### src/rtl/pipe_idle_pkg.sv
package pipe_idle_pkg;

  // Strobes from control to datapath, already prioritised
  typedef struct packed {
    logic clr;    // wipe slots, flags, counter
    logic load;   // preset counter (clear not active)
    logic shift;  // advance slots
    logic mark;   // set newest slot
  } idleStrobes_t;

endpackage

### src/rtl/idle_ctrl.sv
module idle_ctrl
  import pipe_idle_pkg::*;
(
  input  logic         clear,
  input  logic         presetLoad,
  input  logic         actStrobe,
  input  logic         advance,
  output idleStrobes_t strobes
);

  // clear dominates; load and slot updates may coexist
  always_comb begin
    strobes.clr   = clear;
    strobes.load  = presetLoad & ~clear;
    strobes.shift = advance & ~clear;
    strobes.mark  = actStrobe & ~clear;
  end

endmodule

### src/rtl/idle_stage_flags.sv
module idle_stage_flags #(
  parameter int NUM_STAGES = 4,
  localparam int SW = $clog2(NUM_STAGES + 1)
) (
  input  logic                  clk,
  input  logic                  rst_n,
  input  logic                  clr,
  input  logic [NUM_STAGES-1:0] actReq,
  input  logic [NUM_STAGES-1:0] deactReq,
  output logic [NUM_STAGES-1:0] flags,
  output logic [SW-1:0]         incCnt,
  output logic [SW-1:0]         decCnt
);

  logic [NUM_STAGES-1:0] turnOn;
  logic [NUM_STAGES-1:0] turnOff;

  for (genvar i = 0; i < NUM_STAGES; i++) begin : g_stage
    // only real transitions count; conflicting requests are dropped
    assign turnOn[i]  = actReq[i] & ~deactReq[i] & ~flags[i];
    assign turnOff[i] = deactReq[i] & ~actReq[i] & flags[i];

    always_ff @(posedge clk or negedge rst_n) begin
      if (!rst_n)          flags[i] <= 1'b0;
      else if (clr)        flags[i] <= 1'b0;
      else if (turnOn[i])  flags[i] <= 1'b1;
      else if (turnOff[i]) flags[i] <= 1'b0;
    end

    // an activate on an idle stage raises its flag
    assert_stage_on_R5: assert property (@(posedge clk) disable iff (!rst_n)
      (!clr && actReq[i] && !deactReq[i]) |=> flags[i]);

    // a deactivate on an inactive stage keeps it down
    assert_stage_ignore_R6: assert property (@(posedge clk) disable iff (!rst_n)
      (!clr && !flags[i] && !actReq[i]) |=> !flags[i]);
  end

  always_comb begin
    incCnt = '0;
    decCnt = '0;
    for (int k = 0; k < NUM_STAGES; k++) begin
      incCnt = incCnt + SW'(turnOn[k]);
      decCnt = decCnt + SW'(turnOff[k]);
    end
  end

endmodule

### src/rtl/idle_datapath.sv
module idle_datapath
  import pipe_idle_pkg::*;
#(
  parameter int NUM_STAGES = 4,
  parameter int LATENCY    = 4,
  parameter int CNT_W      = 6,
  localparam int SW        = $clog2(NUM_STAGES + 1),
  localparam int SUM_W     = CNT_W + 2
) (
  input  logic                  clk,
  input  logic                  rst_n,
  input  idleStrobes_t          strobes,
  input  logic [CNT_W-1:0]      presetValue,
  input  logic [NUM_STAGES-1:0] flags,
  input  logic [SW-1:0]         stageInc,
  input  logic [SW-1:0]         stageDec,
  output logic [CNT_W-1:0]      count,
  output logic                  mismatch
);

  localparam logic [SUM_W-1:0] CNT_MAX = SUM_W'({CNT_W{1'b1}});

  logic [LATENCY-1:0] slots;
  logic [LATENCY-1:0] slotsShifted;
  logic [LATENCY-1:0] slotsNext;
  logic               slotInc;
  logic               slotDec;
  logic               presetSeen;
  logic [SUM_W-1:0]   upSum;
  logic [SUM_W-1:0]   downSum;
  logic [SUM_W-1:0]   netSum;
  logic [CNT_W-1:0]   countNext;
  logic [CNT_W-1:0]   occupancy;

  // shift first, then mark the emptied newest slot
  always_comb begin
    slotsShifted = strobes.shift ? (slots << 1) : slots;
    slotDec      = strobes.shift & slots[LATENCY-1];
    slotInc      = strobes.mark & ~slotsShifted[0];
    slotsNext    = slotsShifted | LATENCY'(strobes.mark);
  end

  // net change with saturation at both ends
  always_comb begin
    upSum   = SUM_W'(count) + SUM_W'(slotInc) + SUM_W'(stageInc);
    downSum = SUM_W'(slotDec) + SUM_W'(stageDec);
    if (upSum < downSum) netSum = '0;
    else                 netSum = upSum - downSum;
    if (netSum > CNT_MAX) countNext = CNT_MAX[CNT_W-1:0];
    else                  countNext = netSum[CNT_W-1:0];
  end

  always_ff @(posedge clk or negedge rst_n) begin
    if (!rst_n) begin
      slots      <= '0;
      count      <= '0;
      presetSeen <= 1'b0;
    end else if (strobes.clr) begin
      slots      <= '0;
      count      <= '0;
      presetSeen <= 1'b0;
    end else begin
      slots <= slotsNext;
      if (strobes.load) begin
        count      <= presetValue;
        presetSeen <= 1'b1;
      end else begin
        count <= countNext;
      end
    end
  end

  // real occupancy for the consistency output
  always_comb begin
    occupancy = '0;
    for (int k = 0; k < LATENCY; k++)    occupancy = occupancy + CNT_W'(slots[k]);
    for (int k = 0; k < NUM_STAGES; k++) occupancy = occupancy + CNT_W'(flags[k]);
  end

  assign mismatch = presetSeen && (count != occupancy);

  // clear empties everything on the next edge
  assert_clear_empty_R1: assert property (@(posedge clk) disable iff (!rst_n)
    strobes.clr |=> (count == '0 && slots == '0));

  // a strobe always leaves the newest slot set
  assert_mark_slot_R2: assert property (@(posedge clk) disable iff (!rst_n)
    strobes.mark |=> slots[0]);

  // shifting carries slot 0 into slot 1
  if (LATENCY > 1) begin : g_shiftChk
    assert_shift_step_R3: assert property (@(posedge clk) disable iff (!rst_n)
      (strobes.shift && !strobes.clr) |=> (slots[1] == $past(slots[0])));
  end

  // a preset lands verbatim
  assert_preset_load_R9: assert property (@(posedge clk) disable iff (!rst_n)
    strobes.load |=> (count == $past(presetValue)));

  // the top value never wraps over
  assert_no_overflow_R10: assert property (@(posedge clk) disable iff (!rst_n)
    (count == CNT_MAX[CNT_W-1:0] && !strobes.clr && !strobes.load &&
     !slotDec && stageDec == '0) |=> (count == CNT_MAX[CNT_W-1:0]));

  // counter matches real occupancy until a preset is taken
  assert_consistent_R11: assert property (@(posedge clk) disable iff (!rst_n)
    !presetSeen |-> (count == occupancy));

endmodule

### src/rtl/pipe_idle_detect.sv
module pipe_idle_detect
  import pipe_idle_pkg::*;
#(
  parameter int NUM_STAGES = 4,
  parameter int LATENCY    = 4,
  parameter int HEADROOM   = 2,
  localparam int CNT_W     = $clog2(NUM_STAGES + LATENCY + 1) + HEADROOM,
  localparam int SW        = $clog2(NUM_STAGES + 1)
) (
  input  logic                  clk,
  input  logic                  rst_n,
  input  logic                  clear,
  input  logic                  presetLoad,
  input  logic [CNT_W-1:0]      presetValue,
  input  logic                  actStrobe,
  input  logic                  advance,
  input  logic [NUM_STAGES-1:0] stageActivate,
  input  logic [NUM_STAGES-1:0] stageDeactivate,
  output logic [CNT_W-1:0]      activityCount,
  output logic                  isActive,
  output logic                  countMismatch
);

  idleStrobes_t          strobes;
  logic [NUM_STAGES-1:0] flags;
  logic [SW-1:0]         stageInc;
  logic [SW-1:0]         stageDec;

  idle_ctrl u_ctrl (
    .clear      (clear),
    .presetLoad (presetLoad),
    .actStrobe  (actStrobe),
    .advance    (advance),
    .strobes    (strobes)
  );

  idle_stage_flags #(.NUM_STAGES(NUM_STAGES)) u_flags (
    .clk      (clk),
    .rst_n    (rst_n),
    .clr      (strobes.clr),
    .actReq   (stageActivate),
    .deactReq (stageDeactivate),
    .flags    (flags),
    .incCnt   (stageInc),
    .decCnt   (stageDec)
  );

  idle_datapath #(
    .NUM_STAGES (NUM_STAGES),
    .LATENCY    (LATENCY),
    .CNT_W      (CNT_W)
  ) u_dp (
    .clk         (clk),
    .rst_n       (rst_n),
    .strobes     (strobes),
    .presetValue (presetValue),
    .flags       (flags),
    .stageInc    (stageInc),
    .stageDec    (stageDec),
    .count       (activityCount),
    .mismatch    (countMismatch)
  );

  assign isActive = |activityCount;

endmodule

### config.mk
export PLATFORM = sky130hd
export DESIGN_NAME = pipe_idle_detect
export DESIGN_NICKNAME = d
export VERILOG_FILES = /design/src/rtl/pipe_idle_pkg.sv /design/src/rtl/idle_ctrl.sv /design/src/rtl/idle_stage_flags.sv /design/src/rtl/idle_datapath.sv /design/src/rtl/pipe_idle_detect.sv
export SDC_FILE = /design/constraint.sdc
export NUM_CORES = 1
export LEC_CHECK = 0
export ABC_AREA = 1
export BUFFER_PORTS_ARGS = -buffer_cell sky130_fd_sc_hd__clkbuf_2
export CAP_MARGIN = 20
export CELL_PAD_IN_SITES_DETAIL_PLACEMENT = 2
export CELL_PAD_IN_SITES_GLOBAL_PLACEMENT = 2
export CORE_AREA = 8 8 93 74
export DETAILED_ROUTE_END_ITERATION = 8
export DIE_AREA = 0 0 101 82
export GPL_ROUTABILITY_DRIVEN = 1
export GPL_TIMING_DRIVEN = 0
export PLACE_DENSITY = 0.82
export SYNTH_ARGS = -nofsm -noshare
export SYNTH_HDL_FRONTEND = slang
export SYNTH_SLANG_ARGS = --single-unit
### constraint.sdc
create_clock -name clk -period 4.3 [get_ports clk]
set_input_delay 0.215 -clock clk [delete_from_list [all_inputs] [get_ports clk]]
set_output_delay 0.215 -clock clk [all_outputs]
set_load 0.01 [all_outputs]
==> results.yml, run 1 <==
detailed_routing:
  wl_per_cell_um: 14.4
  drtPass1Iterations: 3
  drc: 0
  first_iter_violations: 25
  vias: 1537
  drtAntennaViolNets: 0
  drt_wl_total_um: 4870
  via_per_inst: 4.53
power_and_ir_drop:
  cellLeakagePower_uw: 0.00104
  total_power_uw: 895
  vdd_drop_max_mv: 0.138
  power_density_nw_per_um2: 470
placement:
  dp_cells: 334
  dp.final_hpwl_um: 4370
  portBuffers: 27
  gp_congestion: 0.795
yosys:
  syn_area_per_cell_um2: 7.03
  syn-cell-area_um2: 1610
  ys_top_cells_by_area: "dfrtp_1 (23%), nand2_1 (16%), ha_1 (12%)"
  synthFlopType: "dfrtp_1"
  syn_inst: 229
  yosys_warnings: 0
  yosysTopAreaCellShare: 0.233
  syn-num-nets: 273
  synthArstFlopShare: 1.00
  synth_common_cells: "nand2_1 (69), inv_1 (44), nor2_1 (17)"
  ys_types: 25
  ys_seq_area_frac: 0.233
  synth_most_common_cell: "nand2_1"
  ys_seq_elements: 15
  synth_edf_count: 0
  yosysTopAreaCell: "dfrtp_1"
layout:
  area_delta_synth_final_pct: 18.1
  final_util: 0.344
  register_area_um2: 375
  fillers: 709
  layout.cells.non_filler: 339
  drive_gt1_frac: 0.161
  nets: 306
  multiInputGateArea_um2: 1060
  n_antenna_cell: 0
timing:
  clock_skew_ps: 13.1
  rsz0062_at_grt: "false"
  max_freq_ghz: 0.263
  period_needed_ps: 3800
  period_share: 0.885
  hold_viol: 0
  setup_viol: 0
  tightestPinTransition_ps: 461
  relSlewSlack: 0.692
  final_max_slew_viol_count: 0
  finalSetupTns_ps: 0
critical_path:
  worstSetupEndpointType: "flop"
  regToRegEndpoint: "u_dp.count[2]"
  crit_end: "u_dp.count[2]"
  r2r_cells: 20
  worstPathArrival_ps: 3930
  critPathLaunchType: "flop"
  startpoint: "u_flags.flags[1]"
  ff2ff_setup_slack_ps: 500
  required_ps: 4430
  path_max_fanout: 6
  r2r_start: "u_flags.flags[1]"
  critical_path_class: "reg -> reg"
clocking:
  path_clk_slew_ps: 70
  cts_setup_buffers: 0
  clock_sinks: 15
  numCtsBuffers: 3
  cts_resized: 0
  cts_tree: "yes"
  clk_latency_ps: 260
  htree_levels: 1
  clockBufferDepth: 2
  cts_root_buffer: "clkbuf_8"
flow_run:
  drv_cap: 0
global_route:
  grt_max_degree: 16
  grt_pass1_vias: 1737
  grtUsageTotal: 0.127
  overflow: 0
  grt_pass1_wl_um: 8280
  antenna_found_initial: 0
floorplanning:
  die-area_um2: 8280
  fp-row-count: 24
  num_io_pins: 28
  dieHeight_um: 82
  die_w_um: 101
  fp.coreArea_um2: 5530
  start_util: 0.291
worst_hold_path:
  hp-class: "in -> reg"
status:
  status: "complete, no violations"
power by group:
| group | switching, µW | total, µW | internal [µW] | leakage (µW) |
|---|---|---|---|---|
| registers | 33.0 | 199 | 166 | 0.000198 |
| clock network | 56.2 | 121 | 65.2 | 0.0000217 |
| logic | 364 | 575 | 211 | 0.000816 |
flip-flops by register name, indices dropped and copies added (netlist names):
name / cells
u_flags.flags: 4
u_dp.count: 6
u_dp.presetSeen: 1
u_dp.slots: 4
worst max-delay path, cell delays in order, from the launching register on:
cell and delay [ps]:
dfrtp_1 410, nor3_1 220, ha_1 260, inv_1 80, fa_1 410, inv_1 80, ha_1 160, inv_1 70
fa_1 500, inv_1 80, fa_1 440, nand2_1 80, inv_1 50, nor2_1 80, nand3_1 140, nor2_2 160
nand3_2 150, nand2_1 100, nand2_1 70, nand2_1 70, nand2_1 70
per-layer routing:
metal	up-vias	GRT usage	wire length (µm)
met5	-	0	0
li1	777	-	-
met4	0	0.0356	53
met2	11	0.216	2320
met1	745	0.168	2420
met3	4	0.0110	80
area by class of cell:
cell class | count | area share
clock buffers | 3 | 0.0217
clock inverters | 1 | 0.00395
well taps | 78 | 0.0513
repair buffers | 28 | 0.0763
multi-input cells | 169 | 0.559
inverters | 44 | 0.0868
plain buffers | 1 | 0.00395
flip-flops and latches | 15 | 0.197
kinds of logic after synthesis:
kind of cell / share of synthesized area
AO/OA/AOI/OAI: 0.0723
XOR/XNOR: 0.0435
adder cells (fa/ha/maj): 0.228
buffers and inverters: 0.107
flip-flops: 0.233
AND/OR/NAND/NOR: 0.315
stage by stage:
| step | hold slack [ps] | worst slack, ps | cell area, µm² |
|---|---|---|---|
| after floorplan | -80.6 | 939 | 1610 |
| after global placement | 151 | 617 | 1840 |
| after detailed placement | 165 | 470 | 1840 |
| after CTS | 176 | 421 | 1900 |
| after global routing | 185 | 175 | 1900 |
| final | 177 | 495 | 1900 |
layout by cell type (no fill, tap or decap):
master and count:
a21oi_1 5, inv_1 44, nor2_1 17, clkbuf_2 27
a21o_1 1, o22ai_1 3, fa_1 9, ha_1 15
nand3_1 14, clkbuf_8 3, o211ai_1 2, nand3_2 1
nor3_1 5, xor2_1 4, a211oi_1 1, dlygate4sd3_1 1
nand2_1 69, o21ai_0 5, a21oi_2 1, nand2_2 4
buf_4 1, a41oi_1 1, dfrtp_1 15, xnor2_1 4
nor2_2 3, nand4_1 3, clkinvlp_4 1, or2_1 1
nor2_4 1
how the worst min path moves through the flow:
stage | slack, ps | endpoint | cells after the start | start
after global placement | 150 | u_flags.flags[0] | 1 | rst_n
after detailed placement | 170 | u_flags.flags[0] | 1 | rst_n
final | 180 | u_dp.count[3] | 3 | presetValue[3]
after floorplan | -80 | u_dp.count[0] | 0 | rst_n
after global routing | 190 | u_flags.flags[1] | 2 | stageDeactivate[1]
after CTS | 180 | u_dp.count[3] | 3 | presetValue[3]
what timing repair did:
| item | CTS | global route |
|---|---|---|
| hold endpoints to repair | 15 | 0 |
| setup endpoints to repair | 0 | 0 |
| hold buffers | 1 | 0 |
Note: power is estimated with default switching activity, not from simulation.
==> run 2: changes to the inputs <==
--- a/config.mk
+++ b/config.mk
@@ -16,6 +16,7 @@
 export GPL_ROUTABILITY_DRIVEN = 1
 export GPL_TIMING_DRIVEN = 0
 export PLACE_DENSITY = 0.82
+export REMOVE_ABC_BUFFERS = 1
 export SYNTH_ARGS = -nofsm -noshare
 export SYNTH_HDL_FRONTEND = slang
 export SYNTH_SLANG_ARGS = --single-unit
==> results.yml, run 2 (synthesis gave the netlist of run 1 again) <==
power_and_ir_drop:
  power_density_nw_per_um2: 463
  total_power_uw: 874
  cellLeakagePower_uw: 0.00103
  seqPwrFrac: 0.236
  p_int_uw: 437
  combPwrFrac: 0.630
  p_switching_uw: 438
  p_sw_frac: 0.501
  vdd_drop_max_mv: 0.104
  clock_power_share: 0.133
critical_path:
  path_max_fanout: 6
  worstSetupEndpointType: "flop"
  critPathLaunchType: "flop"
  critical_path_class: "reg -> reg"
  worstPathArrival_ps: 3970
  required_ps: 4430
clocking:
  cts_root_buffer: "clkbuf_8"
  clock_sinks: 15
  numCtsBuffers: 3
  path_clk_slew_ps: 60
  cts_setup_buffers: 0
  clockBufferDepth: 2
  clk_latency_ps: 250
  htree_levels: 1
  cts_tree: "yes"
global_route:
  antenna_found_initial: 0
  overflow: 0
  grt_max_degree: 16
  grt_pass1_wl_um: 8780
  grtUsageTotal: 0.132
  grt_pass1_vias: 1834
detailed_routing:
  met2_length_um: 2610
  met3_wirelength_um: 117
  drc: 0
  drtPass1Iterations: 4
  first_iter_violations: 20
  top_layer: "met4"
  drt_wl_total_um: 5120
  vias: 1559
  drtAntennaViolNets: 0
  wl_per_cell_um: 15.2
  via_per_inst: 4.61
  drt-met1-wl_um: 2360
placement:
  dp_cells: 333
  dp.final_hpwl_um: 4390
  portBuffers: 27
  placed_area_um2: 1840
  gp_congestion: 0.731
floorplanning:
  dieHeight_um: 82
  die_w_um: 101
  fp-row-count: 24
  num_io_pins: 28
  die-area_um2: 8280
  start_util: 0.291
  fp.coreArea_um2: 5530
timing:
  relSlewSlack: 0.655
  final_max_slew_viol_count: 0
  max_freq_ghz: 0.260
  whs_ps: 175
  hold_viol: 0
  setup_viol: 0
  clock_skew_ps: 4.21
  period_share: 0.894
  rsz0062_at_grt: "false"
  period_needed_ps: 3840
  tightestPinTransition_ps: 516
  finalSetupTns_ps: 0
layout:
  layout.cells.non_filler: 338
  layout_commonest_cell: "nand2_1"
  nets: 305
  largest_reg_flops: 6
  largestRegisters: "u_dp.count x6, u_dp.slots x4, u_flags.flags x4"
  layout_common_cells: "nand2_1 (69), inv_1 (44), clkbuf_2 (27), nor2_1 (17)"
  n_antenna_cell: 0
  drive_gt1_frac: 0.154
  area_delta_synth_final_pct: 17.4
  final_cell_area_um2: 1890
  regMostFlops: "u_dp.count"
worst_hold_path:
  hp-class: "in -> reg"
status:
  status: "complete, no violations"
flow_run:
  drv_cap: 0
run 2: changes by cell type in the layout (fill, tap and decap cells not counted), sizes merged:
cell,delta
buf,-1
clkbuf,+1
clkinvlp,-1
run 2: cell type report:
| cell class | instances | area (µm²) |
|---|---|---|
| well taps | 78 | 97.6 |
| clock buffers | 4 | 45.0 |
| repair buffers | 28 | 145 |
| flip-flops and latches | 15 | 375 |
| fillers | 691 | 3630 |
| inverters | 44 | 165 |
| multi-input cells | 169 | 1060 |
run 2: worst max-delay path: stages (launching register included):
cell	delay (ps)
dfrtp_1	400
nor3_1	210
ha_1	260
inv_1	80
fa_1	420
inv_1	70
ha_1	180
inv_1	80
fa_1	490
inv_1	70
fa_1	430
nand2_1	80
inv_1	50
nor2_1	120
nand3_1	150
nor2_2	170
nand3_2	160
nand2_1	120
nand2_1	60
nand2_1	60
nand2_1	60
run 2: per-stage QoR:
step                 util  setup slack [ps]
finish              0.342               457
global route        0.342              71.1
CTS                 0.342               395
detailed placement  0.332               431
global placement    0.332               524
floorplan               -               939
run 2: routing by layer:
| layer | vias up | track usage |
|---|---|---|
| met4 | 0 | 0.0178 |
| met3 | 5 | 0.0135 |
| li1 | 775 | - |
| met5 | - | 0 |
| met2 | 17 | 0.253 |
| met1 | 762 | 0.159 |
run 2: final timing paths:
path                                         start          endpoint  cells past startpoint  slack, ps
worst max-delay path              u_flags.flags[1]     u_dp.count[4]                     20        460
worst min-delay path            stageDeactivate[1]  u_flags.flags[1]                      2        180
worst max register to register    u_flags.flags[1]     u_dp.count[4]                     20        460
worst min register to register    u_flags.flags[2]  u_flags.flags[2]                      2        550
max in group asynchronous                    rst_n     u_dp.count[4]                      2       3590
min in group asynchronous                    rst_n  u_flags.flags[0]                      2        420
run 2: power groups by stage:
stage	Combinational, µW	Clock, µW	Sequential (µW)
after floorplan	387	0	206
after global placement	525	0	205
after detailed placement	561	0	208
after CTS	567	117	206
after global routing	644	126	211
final	551	117	206
run 2: repair_timing:
item / CTS / global route
hold endpoints to repair: 15 / 0
hold buffers: 1 / 0
endpoints found under the setup margin: 0 / 0
resized for setup: 0 / 0
